$ cat src/rtl/cfg_pkg.sv
package cfg_pkg;
  localparam int KEY_LEN = 4;
  localparam int STEP_W  = $clog2(KEY_LEN);

  localparam logic [7:0] EXIT_IDX    = 8'h02;
  localparam logic [7:0] EXIT_CODE   = 8'h02;
  localparam logic [7:0] IDX_LDN     = 8'h07;
  localparam logic [7:0] IDX_ID_HI   = 8'h20;
  localparam logic [7:0] IDX_ID_LO   = 8'h21;
  localparam logic [7:0] IDX_REV     = 8'h22;
  localparam logic [7:0] IDX_BANK_LO = 8'h30;
  localparam logic [7:0] IDX_BASE_HI = 8'h62;
  localparam logic [7:0] IDX_BASE_LO = 8'h63;
  localparam logic [7:0] IDLE_BYTE   = 8'hFF;

  // Expected byte for each step of the unlock key, in order.
  function automatic logic [7:0] key_at(input logic [STEP_W-1:0] s);
    case (s)
      2'd0:    key_at = 8'h87;
      2'd1:    key_at = 8'h01;
      default: key_at = 8'h55;
    endcase
  endfunction
endpackage

$ cat src/rtl/cfg_key_gate.sv
module cfg_key_gate
  import cfg_pkg::*;
(
  input  logic       clk,
  input  logic       rst_n,
  input  logic       idx_wr,
  input  logic       data_wr,
  input  logic [7:0] wdata,
  input  logic [7:0] cur_index,
  output logic       unlocked
);
  logic [STEP_W-1:0] step;
  logic              key_hit;
  logic              key_last;
  logic              exit_cmd;

  assign key_hit  = (wdata == key_at(step));
  assign key_last = (step == STEP_W'(KEY_LEN - 1));
  assign exit_cmd = data_wr && (cur_index == EXIT_IDX) && (wdata == EXIT_CODE);

  always_ff @(posedge clk) begin
    if (!rst_n) begin
      step     <= '0;
      unlocked <= 1'b0;
    end else if (!unlocked) begin
      if (idx_wr) begin
        if (!key_hit) begin
          step <= '0;
        end else if (key_last) begin
          step     <= '0;
          unlocked <= 1'b1;
        end else begin
          step <= step + 1'b1;
        end
      end
    end else if (exit_cmd) begin
      unlocked <= 1'b0;
    end
  end


  unlock_rise_chk: assert property (@(posedge clk) disable iff (!rst_n)
    $rose(unlocked) |-> $past(idx_wr && wdata == 8'h55));


  lock_fall_chk: assert property (@(posedge clk) disable iff (!rst_n)
    $fell(unlocked) |-> $past(data_wr && cur_index == EXIT_IDX && wdata == EXIT_CODE));


  step_clear_chk: assert property (@(posedge clk) disable iff (!rst_n)
    (!unlocked && idx_wr && wdata != key_at(step)) |=> (step == '0 && !unlocked));
endmodule

$ cat src/rtl/cfg_regfile.sv
module cfg_regfile
  import cfg_pkg::*;
#(
  parameter logic [15:0] CHIP_ID  = 16'hA5C3,
  parameter logic [3:0]  CHIP_REV = 4'h3,
  parameter logic [15:0] IO_BASE  = 16'h0A00,
  parameter logic [7:0]  GPIO_LDN = 8'h07
) (
  input  logic       clk,
  input  logic       rst_n,
  input  logic       unlocked,
  input  logic       idx_wr,
  input  logic       data_wr,
  input  logic [7:0] wdata,
  output logic [7:0] index,
  output logic [7:0] ldn,
  output logic [7:0] rd_value
);
  logic [7:0] bank_value;
  logic [7:0] global_value;

  always_ff @(posedge clk) begin
    if (!rst_n) begin
      index <= 8'h00;
      ldn   <= 8'h00;
    end else if (unlocked) begin
      if (idx_wr) index <= wdata;
      if (data_wr && index == IDX_LDN) ldn <= wdata;
    end
  end

  always_comb begin
    bank_value = IDLE_BYTE;
    if (ldn == GPIO_LDN) begin
      case (index)
        IDX_BASE_HI: bank_value = IO_BASE[15:8];
        IDX_BASE_LO: bank_value = IO_BASE[7:0];
        default:     bank_value = IDLE_BYTE;
      endcase
    end
  end

  always_comb begin
    case (index)
      IDX_LDN:   global_value = ldn;
      IDX_ID_HI: global_value = CHIP_ID[15:8];
      IDX_ID_LO: global_value = CHIP_ID[7:0];
      IDX_REV:   global_value = {4'h0, CHIP_REV};
      default:   global_value = IDLE_BYTE;
    endcase
  end

  assign rd_value = (index >= IDX_BANK_LO) ? bank_value : global_value;


  locked_ldn_chk: assert property (@(posedge clk) disable iff (!rst_n)
    (!unlocked && data_wr) |=> $stable(ldn));


  ldn_src_chk: assert property (@(posedge clk) disable iff (!rst_n)
    !$stable(ldn) |-> $past(unlocked && data_wr && index == IDX_LDN));


  index_src_chk: assert property (@(posedge clk) disable iff (!rst_n)
    !$stable(index) |-> $past(unlocked && idx_wr));
endmodule

$ cat src/rtl/cfg_space.sv
module cfg_space
  import cfg_pkg::*;
#(
  parameter int                ADDR_W     = 16,
  parameter logic [ADDR_W-1:0] INDEX_PORT = 16'h002E,
  parameter logic [15:0]       CHIP_ID    = 16'hA5C3,
  parameter logic [3:0]        CHIP_REV   = 4'h3,
  parameter logic [15:0]       IO_BASE    = 16'h0A00,
  parameter logic [7:0]        GPIO_LDN   = 8'h07
) (
  input  logic              clk,
  input  logic              rst_n,
  input  logic [ADDR_W-1:0] bus_addr,
  input  logic              bus_rd,
  input  logic              bus_wr,
  input  logic [7:0]        bus_wdata,
  output logic [7:0]        bus_rdata,
  output logic              cfg_unlocked
);
  localparam logic [ADDR_W-1:0] DATA_PORT = ADDR_W'(INDEX_PORT + 1);

  logic       idx_sel, data_sel, idx_wr, data_wr;
  logic       unlocked;
  logic [7:0] index, ldn, rd_value, port_value;

  assign idx_sel  = (bus_addr == INDEX_PORT);
  assign data_sel = (bus_addr == DATA_PORT);
  assign idx_wr   = bus_wr && idx_sel;
  assign data_wr  = bus_wr && data_sel;

  cfg_key_gate u_gate (
    .clk       (clk),
    .rst_n     (rst_n),
    .idx_wr    (idx_wr),
    .data_wr   (data_wr),
    .wdata     (bus_wdata),
    .cur_index (index),
    .unlocked  (unlocked)
  );

  cfg_regfile #(
    .CHIP_ID  (CHIP_ID),
    .CHIP_REV (CHIP_REV),
    .IO_BASE  (IO_BASE),
    .GPIO_LDN (GPIO_LDN)
  ) u_regs (
    .clk      (clk),
    .rst_n    (rst_n),
    .unlocked (unlocked),
    .idx_wr   (idx_wr),
    .data_wr  (data_wr),
    .wdata    (bus_wdata),
    .index    (index),
    .ldn      (ldn),
    .rd_value (rd_value)
  );

  always_comb begin
    if (!unlocked)    port_value = IDLE_BYTE;
    else if (idx_sel) port_value = index;
    else              port_value = rd_value;
  end

  always_ff @(posedge clk) begin
    if (!rst_n)                              bus_rdata <= IDLE_BYTE;
    else if (bus_rd && (idx_sel || data_sel)) bus_rdata <= port_value;
  end

  assign cfg_unlocked = unlocked;


  locked_read_chk: assert property (@(posedge clk) disable iff (!rst_n)
    (bus_rd && (idx_sel || data_sel) && !unlocked) |=> (bus_rdata == IDLE_BYTE));


  rdata_hold_chk: assert property (@(posedge clk) disable iff (!rst_n)
    !(bus_rd && (idx_sel || data_sel)) |=> $stable(bus_rdata));
endmodule

$ cat config.mk
export PLATFORM = sky130hd
export DESIGN_NAME = cfg_space
export DESIGN_NICKNAME = d
export VERILOG_FILES = /design/src/rtl/cfg_pkg.sv /design/src/rtl/cfg_key_gate.sv /design/src/rtl/cfg_regfile.sv /design/src/rtl/cfg_space.sv
export SDC_FILE = /design/constraint.sdc
export NUM_CORES = 1
export LEC_CHECK = 0
export BUFFER_PORTS_ARGS = -buffer_cell sky130_fd_sc_hd__buf_2
export CORE_ASPECT_RATIO = 0.8
export CORE_MARGIN = 2
export CORE_UTILIZATION = 30
export CTS_BUF_LIST = sky130_fd_sc_hd__clkbuf_8
export CTS_CLUSTER_SIZE = 20
export DETAILED_ROUTE_END_ITERATION = 7
export GPL_ROUTABILITY_DRIVEN = 0
export PLACE_DENSITY = 0.62
export SLEW_MARGIN = 0
export SYNTH_ARGS = -nofsm -noshare
export SYNTH_HDL_FRONTEND = slang
export SYNTH_SLANG_ARGS = --single-unit
$ cat constraint.sdc
create_clock -name clk -period 2.85 [get_ports clk]
set_input_delay 0.4275 -clock clk [delete_from_list [all_inputs] [get_ports clk]]
set_output_delay 0.4275 -clock clk [all_outputs]
set_load 0.02 [all_outputs]
Word-level counts from Yosys, hierarchy flattened
Index checks and enable logic that the tools add are counted.

Add/subtract/negate cells: 1. Multipliers: 0. Div/mod/pow operators: 0. $lt $le $gt $ge: 1. Equality and inequality tests: 14. Shifts and indexed selects: 0. Multiplexer cells: 14. Bitwise logic cells: 1. Reductions and logical operators: 11.

Operator list (number): $eq 16x6->1 const B (2); $mux 8 (4); $pmux 8 s2 (2); $pmux 8 s4 (1); $eq 8x6->1 const B (3); $eq 8x2->1 const B (2); $eq 8x3->1 const B (2); $eq 8x7->1 const B (2); $eq 8x8->1 (1); $ge 8x6->1 const B (1); $logic_and 1x1->1 (6); $reduce_and 2->1 (3); $mux 1 (5); $mux 2 (2); $add 2x1->2 const B (1); $eq 2x1->1 const B (1); $eq 2x2->1 const B (1); $logic_not 2->1 (1); $logic_or 1x1->1 (1); $not 1->1 (1).

Register bits after elaboration: 27. Bits in latches: 0. Bits in writable memories: 0. Bits in read-only memories: 0. Input port bits: 28. Output and inout port bits: 9. Memories: 0.

Logic depth before layout (Yosys ltp)
Gate-level depths: netlist (run 1).

Depth after elaboration: 6. Mapped depth: 6.

Modules after synthesis
A second synthesis (run 1) with hierarchy kept.

Cell total of the unflattened synthesis: 207. Area, all modules: 1809.2 um^2.

By module, submodules not included: cfg_regfile (times used 1, cells an instance 122, area each 962.2 um^2); cfg_space (times used 1, cells an instance 54, area each 556.8 um^2); cfg_key_gate (times used 1, cells an instance 31, area each 290.3 um^2).

Least setup slack after synthesis (run 1)
Ideal clock, no wire load.

Path kind: input-to-reg. From: in bus_addr[7]. To: reg u_regs.ldn[0]. Setup time: 0.116 ns. Arrival: 2.239 ns. Required time: 2.734 ns. Path slack: 0.495 ns. Stages: 5. Path buffers: 0. Cell sequence: or4b_4 -> or4_4 -> nor4_4 -> mux2i_1 -> nor2b_1.

Cells in the longest elaborated chain, start to end: 4.

Ends and longest elaborated chain: from (decl) (line cfg_space.sv:13) `input logic [ADDR_W-1:0] bus_addr,`; $eq 16x6->1 (line cfg_space.sv:27) `assign data_sel = (bus_addr == DATA_PORT);`; $logic_and 1x1->1 (line cfg_space.sv:29) `assign data_wr = bus_wr && data_sel;`; $logic_and 1x1->1 (line cfg_regfile.sv:28) `if (data_wr && index == IDX_LDN) ldn <= wdata;`; $reduce_and 2->1 (no source line); to (signal assigned) (line cfg_regfile.sv:28); to (decl) (line cfg_regfile.sv:16) `output logic [7:0] ldn,`.

Every way passes these cells. A chain may end at the register's enable or synchronous reset.

Worst setup path in the final report (run 1)
From: in bus_addr[9]. To: reg bus_rdata[2].

Cells in the longest elaborated chain, start to end: 3. Elaborated cells on any way between the ends: 6.

Ends and longest elaborated chain: $eq 16x6->1 (on tied branches) (line cfg_space.sv:26, cfg_space.sv:27); $mux 8 / $logic_or 1x1->1 (equally long branches) (line cfg_space.sv:60, cfg_space.sv:66); $mux 8 / $logic_and 1x1->1 (equally long branches) (line cfg_space.sv:59, cfg_space.sv:66); to (signal assigned) (line cfg_space.sv:66) `else if (bus_rd && (idx_sel || data_sel)) bus_rdata <= port_value;`; to (decl) (line cfg_space.sv:17) `output logic [7:0] bus_rdata,`.

Parallel ways exist; a longest one is shown, timed or not.

==> results of run 1 <==
-- power breakdown --
group	internal [mW]	switching (mW)
sequential	0.377	0.00000000143
combinational	0.0211	0.0237
clock	0.0995	0.128
-- synth_stat cells, drive strengths merged (2+ instances only) --
master | instances | share of area, %
clkbuf | 5 | 1.2
o22ai | 5 | 2.0
nor2b | 8 | 3.3
ha | 3 | 2.5
nor4 | 7 | 3.8
or4bb | 2 | 1.5
nand2b | 3 | 1.2
or4 | 4 | 2.2
nand3 | 5 | 1.6
a21o | 3 | 1.5
a21oi | 8 | 2.6
nand4 | 2 | 0.82
nand2 | 23 | 5.6
nor3 | 5 | 1.6
dfxtp | 27 | 35
and3 | 5 | 2.0
mux2i | 8 | 5.2
nor4b | 3 | 1.7
inv | 4 | 0.98
or4b | 4 | 2.9
nand3b | 2 | 0.98
nor2 | 13 | 3.2
a21boi | 9 | 4.4
a31oi | 2 | 0.82
o21a | 2 | 0.98
o21ai | 6 | 2.0
-- metrics by stage --
step                area [sq um]  instances  setup slack (ns)  utilization, %
floorplan                   1530        183             0.495               -
global placement            1790        278             0.366            35.9
detailed placement          1790        278             0.320            35.9
CTS                         1840        282             0.633            36.9
global route                1840        282             0.374            36.9
finish                      1840        282             0.625            36.9
-- metal layers --
| layer | wire [um] | vias up | global-route usage (%) |
|---|---|---|---|
| li1 | - | 756 | - |
| met1 | 2060 | 661 | 21.2 |
| met2 | 1620 | 34 | 23.9 |
| met3 | 192 | 6 | 3.74 |
| met4 | 17 | 0 | 2.02 |
| met5 | 0 | - | 0 |
-- worst max-delay path, stage by stage --
cell and delay (ns):
sky130_fd_sc_hd__buf_2 0.09, sky130_fd_sc_hd__or4_1 0.59, sky130_fd_sc_hd__or4_1 0.60, sky130_fd_sc_hd__or3_1 0.40, sky130_fd_sc_hd__nor2_1 0.19, sky130_fd_sc_hd__a21oi_1 0.10
-- flip-flops by register name, summed over array words and instances (netlist names) --
register,flops
bus_rdata,8
u_gate.step,2
u_gate.unlocked,1
u_regs.index,8
u_regs.ldn,8
-- final timing paths --
check / from / depth (start not counted) / end
max: bus_addr[9] / 6 / bus_rdata[2]
min: bus_wdata[5] / 3 / u_regs.index[5]
max reg2reg: u_regs.index[5] / 5 / bus_rdata[6]
min reg2reg: bus_rdata[6] / 2 / bus_rdata[6]
-- final cells by class --
type / count / area (sq um) / share of cell area (%)
Multi-Input combinational cell: 146 / 952 / 51.8
Sequential cell: 27 / 541 / 29.4
Tap cell: 62 / 77.6 / 4.22
Clock buffer: 3 / 41.3 / 2.25
Clock inverter: 1 / 7.51 / 0.409
Timing Repair Buffer: 39 / 203 / 11.0
Inverter: 4 / 15.0 / 0.817
-- cell families after synthesis --
group                    Yosys count
AND/OR/NAND/NOR                   92
multiplexers                       8
adder cells (fa/ha/maj)            3
XOR/XNOR                           2
AO/OA/AOI/OAI                     41
buffers and inverters             10
flip-flops                        27
==> reports/qor.log, run 1 <==
[logic_synthesis] basic-gate share of the synthesized area counting and, or, nand and nor cells 35.7%
[clock_tree] buffers inserted during post-CTS setup optimization 0
[grt] total global routing track utilization 15.0%
[critical_path] flop-to-flop setup slack 0.66 ns
[run] maxcap violations 0
[route] antenna violation net count after detailed routing 0
[logic_synthesis] main flop type after synthesis sky130_fd_sc_hd__dfxtp_1
[logic_synthesis] combined area of all synthesized cells 1530 sq um
[power_and_ir_drop] power density normalized to cell area 354 nW/um^2
[critical_path] critical path capture point type flop
[power_and_ir_drop] leakage component of the power 0.653 nW
[placement] HPWL after detailed placement 3.04 mm
[sta] peak clock frequency supported by timing 450 MHz
[clock_tree] worst skew pair latency 0.28 ns
[logic_synthesis] multiplexer area fraction after synthesis 5.23%
[floorplanning] area of the die 5700 sq um
[clock_tree] clock tree sinks 27
[sta] Hold WS 0.398 ns
[sta] Post-Route Skew 0.00558 ns
[route] wire length after detailed routing 3.89 mm
[floorplanning] die outline width 83.9 um
[clock_tree] Post-CTS Resized 0
[grt] vias in the first global route 1,423
[route] mean number of vias per cell 5.17
[route] Starting DRT DRC Count 150
[logic_synthesis] proportion of synthesized flip-flops having asynchronous set or reset 0%
[floorplanning] total I/O pin count 37
[power_and_ir_drop] Max rail drop VDD 0.194 mV
[placement] port bufs 36
[critical_path] crit path max fanout 5
[critical_path] critical setup path kind input port to flop
[logic_synthesis] number of flip-flops and latches in the synthesized netlist 27
[sta] final period utilization 78.1%
[sta] headroom to the max-slew limit 63.1%
[route] Remaining DRCs 0
[layout] Final nets 252
[logic_synthesis] Unique masters post-synth 46
[route] number of detailed-routing iterations run before antenna repair 4
[grt] pin count of the biggest net entering global routing 24
[layout] top library cells by usage in the layout, fill and taps aside sky130_fd_sc_hd__buf_2 (36), sky130_fd_sc_hd__dfxtp_1 (27), sky130_fd_sc_hd__nand2_1 (23)
[power_and_ir_drop] total design power 0.650 mW
[clock_tree] H-Tree Depth 1
[floorplanning] total number of placement rows 23
[layout] most common cell after layout, fill and taps aside sky130_fd_sc_hd__buf_2
[sta] Final Max Slew Viols 0
[floorplanning] Initial Utilization 30.8%
[logic_synthesis] synthesized instance count 183
[grt] first-pass GRT wire length 6.89 mm
[logic_synthesis] synthesized-area fraction occupied by xor and xnor cells 1.14%
[critical_path] Startpoint Class input port
[critical_path] Worst EP required 3.02 ns
[clock_tree] Bufs on Longest Clock Path 2
[layout] layout-stage area growth over the synthesis result 19.9%
[logic_synthesis] synthesized area per cell 8.37 sq um
[layout] antenna diode count 0
[run_status] run status finished, final reports clean
[logic_synthesis] synthesized netlist net count 214
[logic_synthesis] combinational family with the most area after synthesis simple AND/OR/NAND/NOR gates
[route] Routed wire per std cell 13.8 um
[floorplanning] area of the placeable core 4980 sq um
[hold_path] Worst Hold Class input port to flop
[critical_path] data arrival time of the critical path 2.39 ns
[floorplanning] die span in y 67.9 um
[sta] setup repair after global routing missed its margin false
[clock_tree] Root Buffer sky130_fd_sc_hd__clkbuf_8
[sta] Tmin final 2.22 ns
[clock_tree] clock-pin slew on the worst setup and hold paths 0.10 ns
[grt] Overflow after GRT 0
[logic_synthesis] Syn. warnings 0
[sta] hold violation count in the final report 0
[logic_synthesis] Adder-Cell Fraction of Synth Area 2.45%
[route] detailed-route via count 1,457
[grt] initial antenna violation count 0
[clock_tree] clock tree from TritonCTS done
[logic_synthesis] area fraction in compound gates after synthesis 17.6%
[layout] Fillers 517
[sta] Setup Viol. Count Final 0
[logic_synthesis] number of synthesized flops with an enable pin 0
[sta] setup total negative slack 0 ns
[sta] slew at the pin with the worst max-slew slack 0.548 ns
[clock_tree] total clock buffers created by CTS 3
[layout] fraction of layout cells with a size suffix above 1 22.3%
[clock_tree] number of hold-repair buffers added at the cts stage 0
[logic_synthesis] fraction of the yosys area taken by sequential cells 35.3%
No activity file was read; power rests on OpenSTA's default activity.
==> inputs of run 2 (changes only) <==
- PLACE_DENSITY: 0.62 -> 0.64
- clock period: 2.85 -> 1.8 ns (I/O delays scaled with it)
==> reports/qor.log, run 2 (synthesized netlist as in run 1, its figures left out) <==
[critical_path] Cell Chain, Critical Path buf_6 -> or4b_4 -> or4_4 -> or3_4 -> nor2_4 -> a21oi_1
[sta] Post-Route Skew 0.00328 ns [-0.00231 ns]
[layout] layout-stage area growth over the synthesis result 54.4%
[grt] pin count of the biggest net entering global routing 17 [-29%]
[sta] worst setup margin -0.0993 ns [-0.725 ns]
[layout] most common cell after layout, fill and taps aside sky130_fd_sc_hd__buf_4
[route] Remaining DRCs 0 [unchanged]
[hold_path] Worst Hold Class input port to flop
[clock_tree] number of hold-repair buffers added at the cts stage 0 [unchanged]
[grt] vias in the first global route 1,648 [+16%]
[sta] headroom to the max-slew limit 52.0% [-11 points]
[critical_path] data arrival time of the critical path 2.07 ns [-0.32 ns]
[layout] top flop regs bus_rdata: 8 flops, u_regs.index: 8 flops, u_regs.ldn: 8 flops
[layout] fraction of layout cells with a size suffix above 1 46.5% [+24 points]
[power_and_ir_drop] leakage component of the power 0.937 nW [+44%]
[grt] first-pass GRT wire length 8.02 mm [+16%]
[route] Routed wire per std cell 15.2 um [+10%]
[critical_path] critical setup path kind input port to flop
[grt] Overflow after GRT 0 [unchanged]
[clock_tree] Bufs on Longest Clock Path 2 [unchanged]
[sta] Final Max Slew Viols 0 [unchanged]
[sta] hold violation count in the final report 0 [unchanged]
[route] antenna violation net count after detailed routing 0 [unchanged]
[sta] setup repair after global routing missed its margin true
[power_and_ir_drop] Max rail drop VDD 0.393 mV [+100%]
[critical_path] Worst EP required 1.97 ns [-1.05 ns]
[route] wire length after detailed routing 4.89 mm [+26%]
[clock_tree] clock tree sinks 27 [unchanged]
[floorplanning] area of the die 5700 sq um [unchanged]
[grt] initial antenna violation count 0 [unchanged]
[power_and_ir_drop] total design power 1.06 mW [+63%]
[clock_tree] worst skew pair latency 0.28 ns [about the same]
[critical_path] crit path max fanout 3 [-2]
[clock_tree] total clock buffers created by CTS 3 [unchanged]
[layout] antenna diode count 0 [unchanged]
[critical_path] Startpoint Class input port
[placement] port bufs 36 [unchanged]
[placement] HPWL after detailed placement 3.72 mm [+23%]
[run] maxcap violations 0 [unchanged]
[sta] peak clock frequency supported by timing 527 MHz
[floorplanning] total I/O pin count 37 [unchanged]
[layout] top library cells by usage in the layout, fill and taps aside sky130_fd_sc_hd__buf_4 (40), sky130_fd_sc_hd__buf_2 (32), sky130_fd_sc_hd__nand2_1 (22)
[layout] Fillers 508 [-1.7%]
[floorplanning] Initial Utilization 30.8% [unchanged]
[route] mean number of vias per cell 5.21 [+0.92%]
[layout] Final nets 292 [+16%]
[clock_tree] clock-pin slew on the worst setup and hold paths 0.10 ns [about the same]
[run_status] violations in the final reports setup timing
[sta] setup total negative slack -0.739 ns [-0.739 ns]
[floorplanning] area of the placeable core 4980 sq um [unchanged]
[floorplanning] die outline width 83.9 um [unchanged]
[sta] final period utilization 106%
[route] detailed-route via count 1,679 [+15%]
[layout] area of the multi-input gates 1120 sq um [+18%]
[sta] Tmin final 1.90 ns
[route] number of detailed-routing iterations run before antenna repair 4 [unchanged]
[sta] slew at the pin with the worst max-slew slack 0.716 ns [+0.168 ns]
[power_and_ir_drop] power density normalized to cell area 447 nW/um^2 [+26%]
[clock_tree] Root Buffer sky130_fd_sc_hd__clkbuf_8
[run_status] run status complete, but fails checks
[sta] Setup Viol. Count Final 13 [+13]
[floorplanning] die span in y 67.9 um [unchanged]
[layout] register cell area after layout 553 sq um [+2.3%]
[route] Starting DRT DRC Count 67 [-55%]
[sta] Hold WS 0.240 ns [-0.158 ns]
[critical_path] maximum single-stage delay on the critical path 0.57 ns [-0.03 ns]
[clock_tree] clock tree from TritonCTS done
[floorplanning] total number of placement rows 23 [unchanged]
[critical_path] Max stage delay cell, worst path sky130_fd_sc_hd__or4_4
[clock_tree] H-Tree Depth 1 [unchanged]
[critical_path] critical path capture point type flop
[grt] total global routing track utilization 17.5% [+2.5 points]
## run 2: timing repair
item / in CTS / in global routing
endpoints found under the setup margin: 17 / 26
gates resized for setup: 13 / 22
buffers inserted: 1 / 3
cloned: 0 / 0
pin swaps: 9 / 12
## run 2: final timing paths
path,from,end,slack (ns),depth (start not counted)
worst max-delay path,bus_addr[15],bus_rdata[0],-0.1,6
worst min-delay path,bus_wdata[3],u_regs.index[3],0.24,3
worst max register to register,u_regs.index[7],bus_rdata[1],-0.06,5
worst min register to register,bus_rdata[6],bus_rdata[6],0.49,2
## run 2: final cells by class
type	instances	area share, %
Clock buffer	3	1.75
Clock inverter	1	0.317
Inverter	4	0.635
Multi-Input combinational cell	146	47.5
Sequential cell	27	23.4
Tap cell	62	3.28
Timing Repair Buffer	79	23.2
## run 2: critical path, delay by kind of cell
family	cells	cell delay [ns]
buf+inv	1	0.09
compound gates	1	0.07
simple gates	4	1.64
## run 2: per-layer routing
layer	track usage, %	share of wire (%)	up-vias
li1	-	-	837
met1	22.1	47	806
met2	32.0	49	34
met3	3.62	3.7	2
met4	2.42	0.29	0
met5	0	0	-
## run 2: report_power, final
group / total (mW) / internal [mW] / switching [mW]
Combinational: 0.105 / 0.0556 / 0.0491
Sequential: 0.595 / 0.595 / 0.00000000224
Clock: 0.357 / 0.157 / 0.199
## run 2: metrics by stage
step / utilization, % / setup slack, ns / instance area (sq um) / std cells
after CTS: 45.4 / -0.0579 / 2260 / 319
after global routing: 47.5 / -0.122 / 2360 / 322
after global placement: 43.2 / -0.382 / 2150 / 314
after floorplan: - / -0.397 / 1620 / 183
final: 47.5 / -0.0993 / 2360 / 322
after detailed placement: 43.2 / -0.434 / 2150 / 314
==> inputs of run 3 (changes only) <==
- GPL_ROUTABILITY_DRIVEN: 0 -> not set
- PLACE_DENSITY: 0.64 -> 0.62
- clock period: 1.8 -> 2.25 ns (I/O delays scaled with it)
==> reports/qor.log, run 3 (synthesized netlist as in run 1, its figures left out) <==
[critical_path] crit path max fanout 4 [+1]
[critical_path] reg-to-reg startpoint u_regs.ldn[4]
[critical_path] depth of the worst register-to-register path 6 [+1]
[clock_tree] number of hold-repair buffers added at the cts stage 0 [unchanged]
[layout] top library cells by usage in the layout, fill and taps aside sky130_fd_sc_hd__buf_2 (36), sky130_fd_sc_hd__dfxtp_1 (27), sky130_fd_sc_hd__nand2_1 (23)
[layout] antenna diode count 0 [unchanged]
[critical_path] maximum single-stage delay on the critical path 0.56 ns [about the same]
[clock_tree] Post-CTS Resized 0 [-13]
[power_and_ir_drop] leakage component of the power 0.714 nW [-24%]
[run_status] run status finished, final reports clean
[floorplanning] total number of placement rows 23 [unchanged]
[critical_path] data arrival time of the critical path 2.21 ns [+0.14 ns]
[sta] Setup Viol. Count Final 0 [-13]
[route] detailed-route via count 1,525 [-9.2%]
[clock_tree] Root Buffer sky130_fd_sc_hd__clkbuf_8
[clock_tree] H-Tree Depth 1 [unchanged]
[power_and_ir_drop] power density normalized to cell area 428 nW/um^2 [-4.2%]
[sta] peak clock frequency supported by timing 489 MHz
[sta] hold violation count in the final report 0 [unchanged]
[layout] most common cell after layout, fill and taps aside sky130_fd_sc_hd__buf_2
[critical_path] CP top delay family simple AND/OR/NAND/NOR gates
[clock_tree] buffers inserted during post-CTS setup optimization 0 [-1]
[route] mean number of vias per cell 5.20 [-0.18%]
[power_and_ir_drop] Max rail drop VDD 0.381 mV [-3.2%]
[route] number of detailed-routing iterations run before antenna repair 4 [unchanged]
[power_and_ir_drop] share of total power in combinational logic 7.0% [-2.9 points]
[layout] Fillers 544 [+7.1%]
[floorplanning] area of the die 5700 sq um [unchanged]
[grt] vias in the first global route 1,427 [-13%]
[floorplanning] Initial Utilization 30.8% [unchanged]
[route] antenna violation net count after detailed routing 0 [unchanged]
[power_and_ir_drop] total net switching power 0.192 mW [-23%]
[hold_path] number of cells traversed by the worst hold path 3 [unchanged]
[placement] post-place setup slack -0.114 ns [+0.320 ns]
[critical_path] Reg2Reg Capture Point bus_rdata[6]
[route] Routed wire per std cell 13.4 um [-12%]
[sta] Hold WS 0.299 ns [+0.0593 ns]
[power_and_ir_drop] power share of the clock group 35.3% [+1.5 points]
[grt] Overflow after GRT 0 [unchanged]
[sta] Final Max Slew Viols 0 [unchanged]
[sta] slew at the pin with the worst max-slew slack 0.488 ns [-0.228 ns]
[placement] port bufs 36 [unchanged]
[sta] worst setup margin 0.203 ns [+0.303 ns]
[floorplanning] total I/O pin count 37 [unchanged]
[hold_path] WHS Endpoint u_regs.index[5]
[floorplanning] die span in y 67.9 um [unchanged]
[hold_path] min-delay src bus_wdata[5]
[hold_path] Worst Hold Class input port to flop
[critical_path] Cell Chain, Critical Path buf_2 -> or4_1 -> or4_1 -> or3_1 -> nor2_1 -> a21oi_1
[placement] global placement routability congestion 0.811
[floorplanning] die outline width 83.9 um [unchanged]
[route] Remaining DRCs 0 [unchanged]
[layout] fraction of layout cells with a size suffix above 1 26.0% [-21 points]
[grt] total global routing track utilization 15.0% [-2.4 points]
[power_and_ir_drop] share of total power consumed by net switching 23.2% [-0.35 points]
[layout] Final nets 263 [-9.9%]
[layout] top flop regs bus_rdata: 8 flops, u_regs.index: 8 flops, u_regs.ldn: 8 flops
[clock_tree] Bufs on Longest Clock Path 2 [unchanged]
[route] wire length after detailed routing 3.93 mm [-20%]
[grt] pin count of the biggest net entering global routing 24 [+7]
[sta] Post-Route Skew 0.00987 ns [+0.00659 ns]
[layout] layout-stage area growth over the synthesis result 26.2%
[sta] Tmin final 2.05 ns
[critical_path] most numerous cell on the critical path sky130_fd_sc_hd__or4_1
[critical_path] critical setup path kind input port to flop
[critical_path] Startpoint Class input port
[critical_path] critical path capture point type flop
[sta] final period utilization 91.0%
[critical_path] Worst EP required 2.42 ns [+0.45 ns]
[run] maxcap violations 0 [unchanged]
[clock_tree] total clock buffers created by CTS 3 [unchanged]
[critical_path] flop-to-flop setup slack 0.25 ns [+0.31 ns]
[placement] HPWL after detailed placement 3.10 mm [-17%]
[grt] first-pass GRT wire length 6.80 mm [-15%]
[sta] headroom to the max-slew limit 67.3% [+15 points]
[sta] setup repair after global routing missed its margin false
[critical_path] Max stage delay cell, worst path sky130_fd_sc_hd__or4_1
[layout] register cell area after layout 541 sq um [-2.3%]
[clock_tree] worst skew pair latency 0.28 ns [about the same]
[layout] utilization after layout 38.8% [-8.7 points]
[layout] area of the multi-input gates 952 sq um [-15%]
[power_and_ir_drop] Power Internal 0.636 mW [-21%]
[power_and_ir_drop] sequential fraction of design power 57.7% [+1.4 points]
[critical_path] crit path buf inv count 1 [unchanged]
[floorplanning] area of the placeable core 4980 sq um [unchanged]
[grt] initial antenna violation count 0 [unchanged]
[clock_tree] clock tree sinks 27 [unchanged]
[clock_tree] clock-pin slew on the worst setup and hold paths 0.10 ns [about the same]
[route] Starting DRT DRC Count 63 [-6.0%]
[clock_tree] clock tree from TritonCTS done
run 3: power groups by stage:
stage / clock, mW / combinational [mW] / sequential, mW
6_report: 0.292 / 0.0578 / 0.477
5_1_grt: 0.330 / 0.0649 / 0.478
4_1_cts: 0.303 / 0.0584 / 0.478
3_5_place_dp: 0 / 0.0583 / 0.489
3_3_place_gp: 0 / 0.0575 / 0.489
2_1_floorplan: 0 / 0.0190 / 0.489
run 3: per-stage QoR:
step	power (mW)	cell area (sq um)	setup TNS, ns	instances
2_1_floorplan	0.508	1530	-0.120	183
3_3_place_gp	0.546	1880	-0.689	289
3_5_place_dp	0.547	1880	-0.557	289
4_1_cts	0.839	1930	0	293
5_1_grt	0.873	1930	0	293
6_report	0.828	1930	0	293
run 3: worst min-delay path: stages:
cell and delay [ns]:
sky130_fd_sc_hd__buf_2 0.11, sky130_fd_sc_hd__nand2_1 0.05, sky130_fd_sc_hd__a21boi_1 0.05
run 3: final cells by class:
type                            count  area share [%]
Timing Repair Buffer               50            15.4
Tap cell                           62            4.01
Clock inverter                      1           0.453
Inverter                            4           0.777
Multi-Input combinational cell    146            49.3
Clock buffer                        3            2.14
Sequential cell                    27            28.0
run 3: worst max path at each step:
| stage | startpoint | end | slack (ns) | depth (start not counted) |
|---|---|---|---|---|
| global route | bus_addr[9] | bus_rdata[3] | 0.07 | 8 |
| detailed placement | bus_addr[9] | bus_rdata[5] | -0.11 | 6 |
| CTS | bus_addr[9] | bus_rdata[5] | 0.19 | 6 |
| floorplan | bus_addr[7] | u_regs.ldn[0] | -0.01 | 5 |
| finish | bus_addr[9] | bus_rdata[5] | 0.20 | 6 |
| global placement | bus_addr[9] | bus_rdata[5] | -0.1 | 6 |
run 3: per-layer routing:
metal,track usage [%],up-vias,share of wire (%)
li1,-,781,-
met1,20.5,700,51
met2,23.9,38,42
met3,3.74,6,5.8
met4,4.23,0,1.0
met5,0,-,0
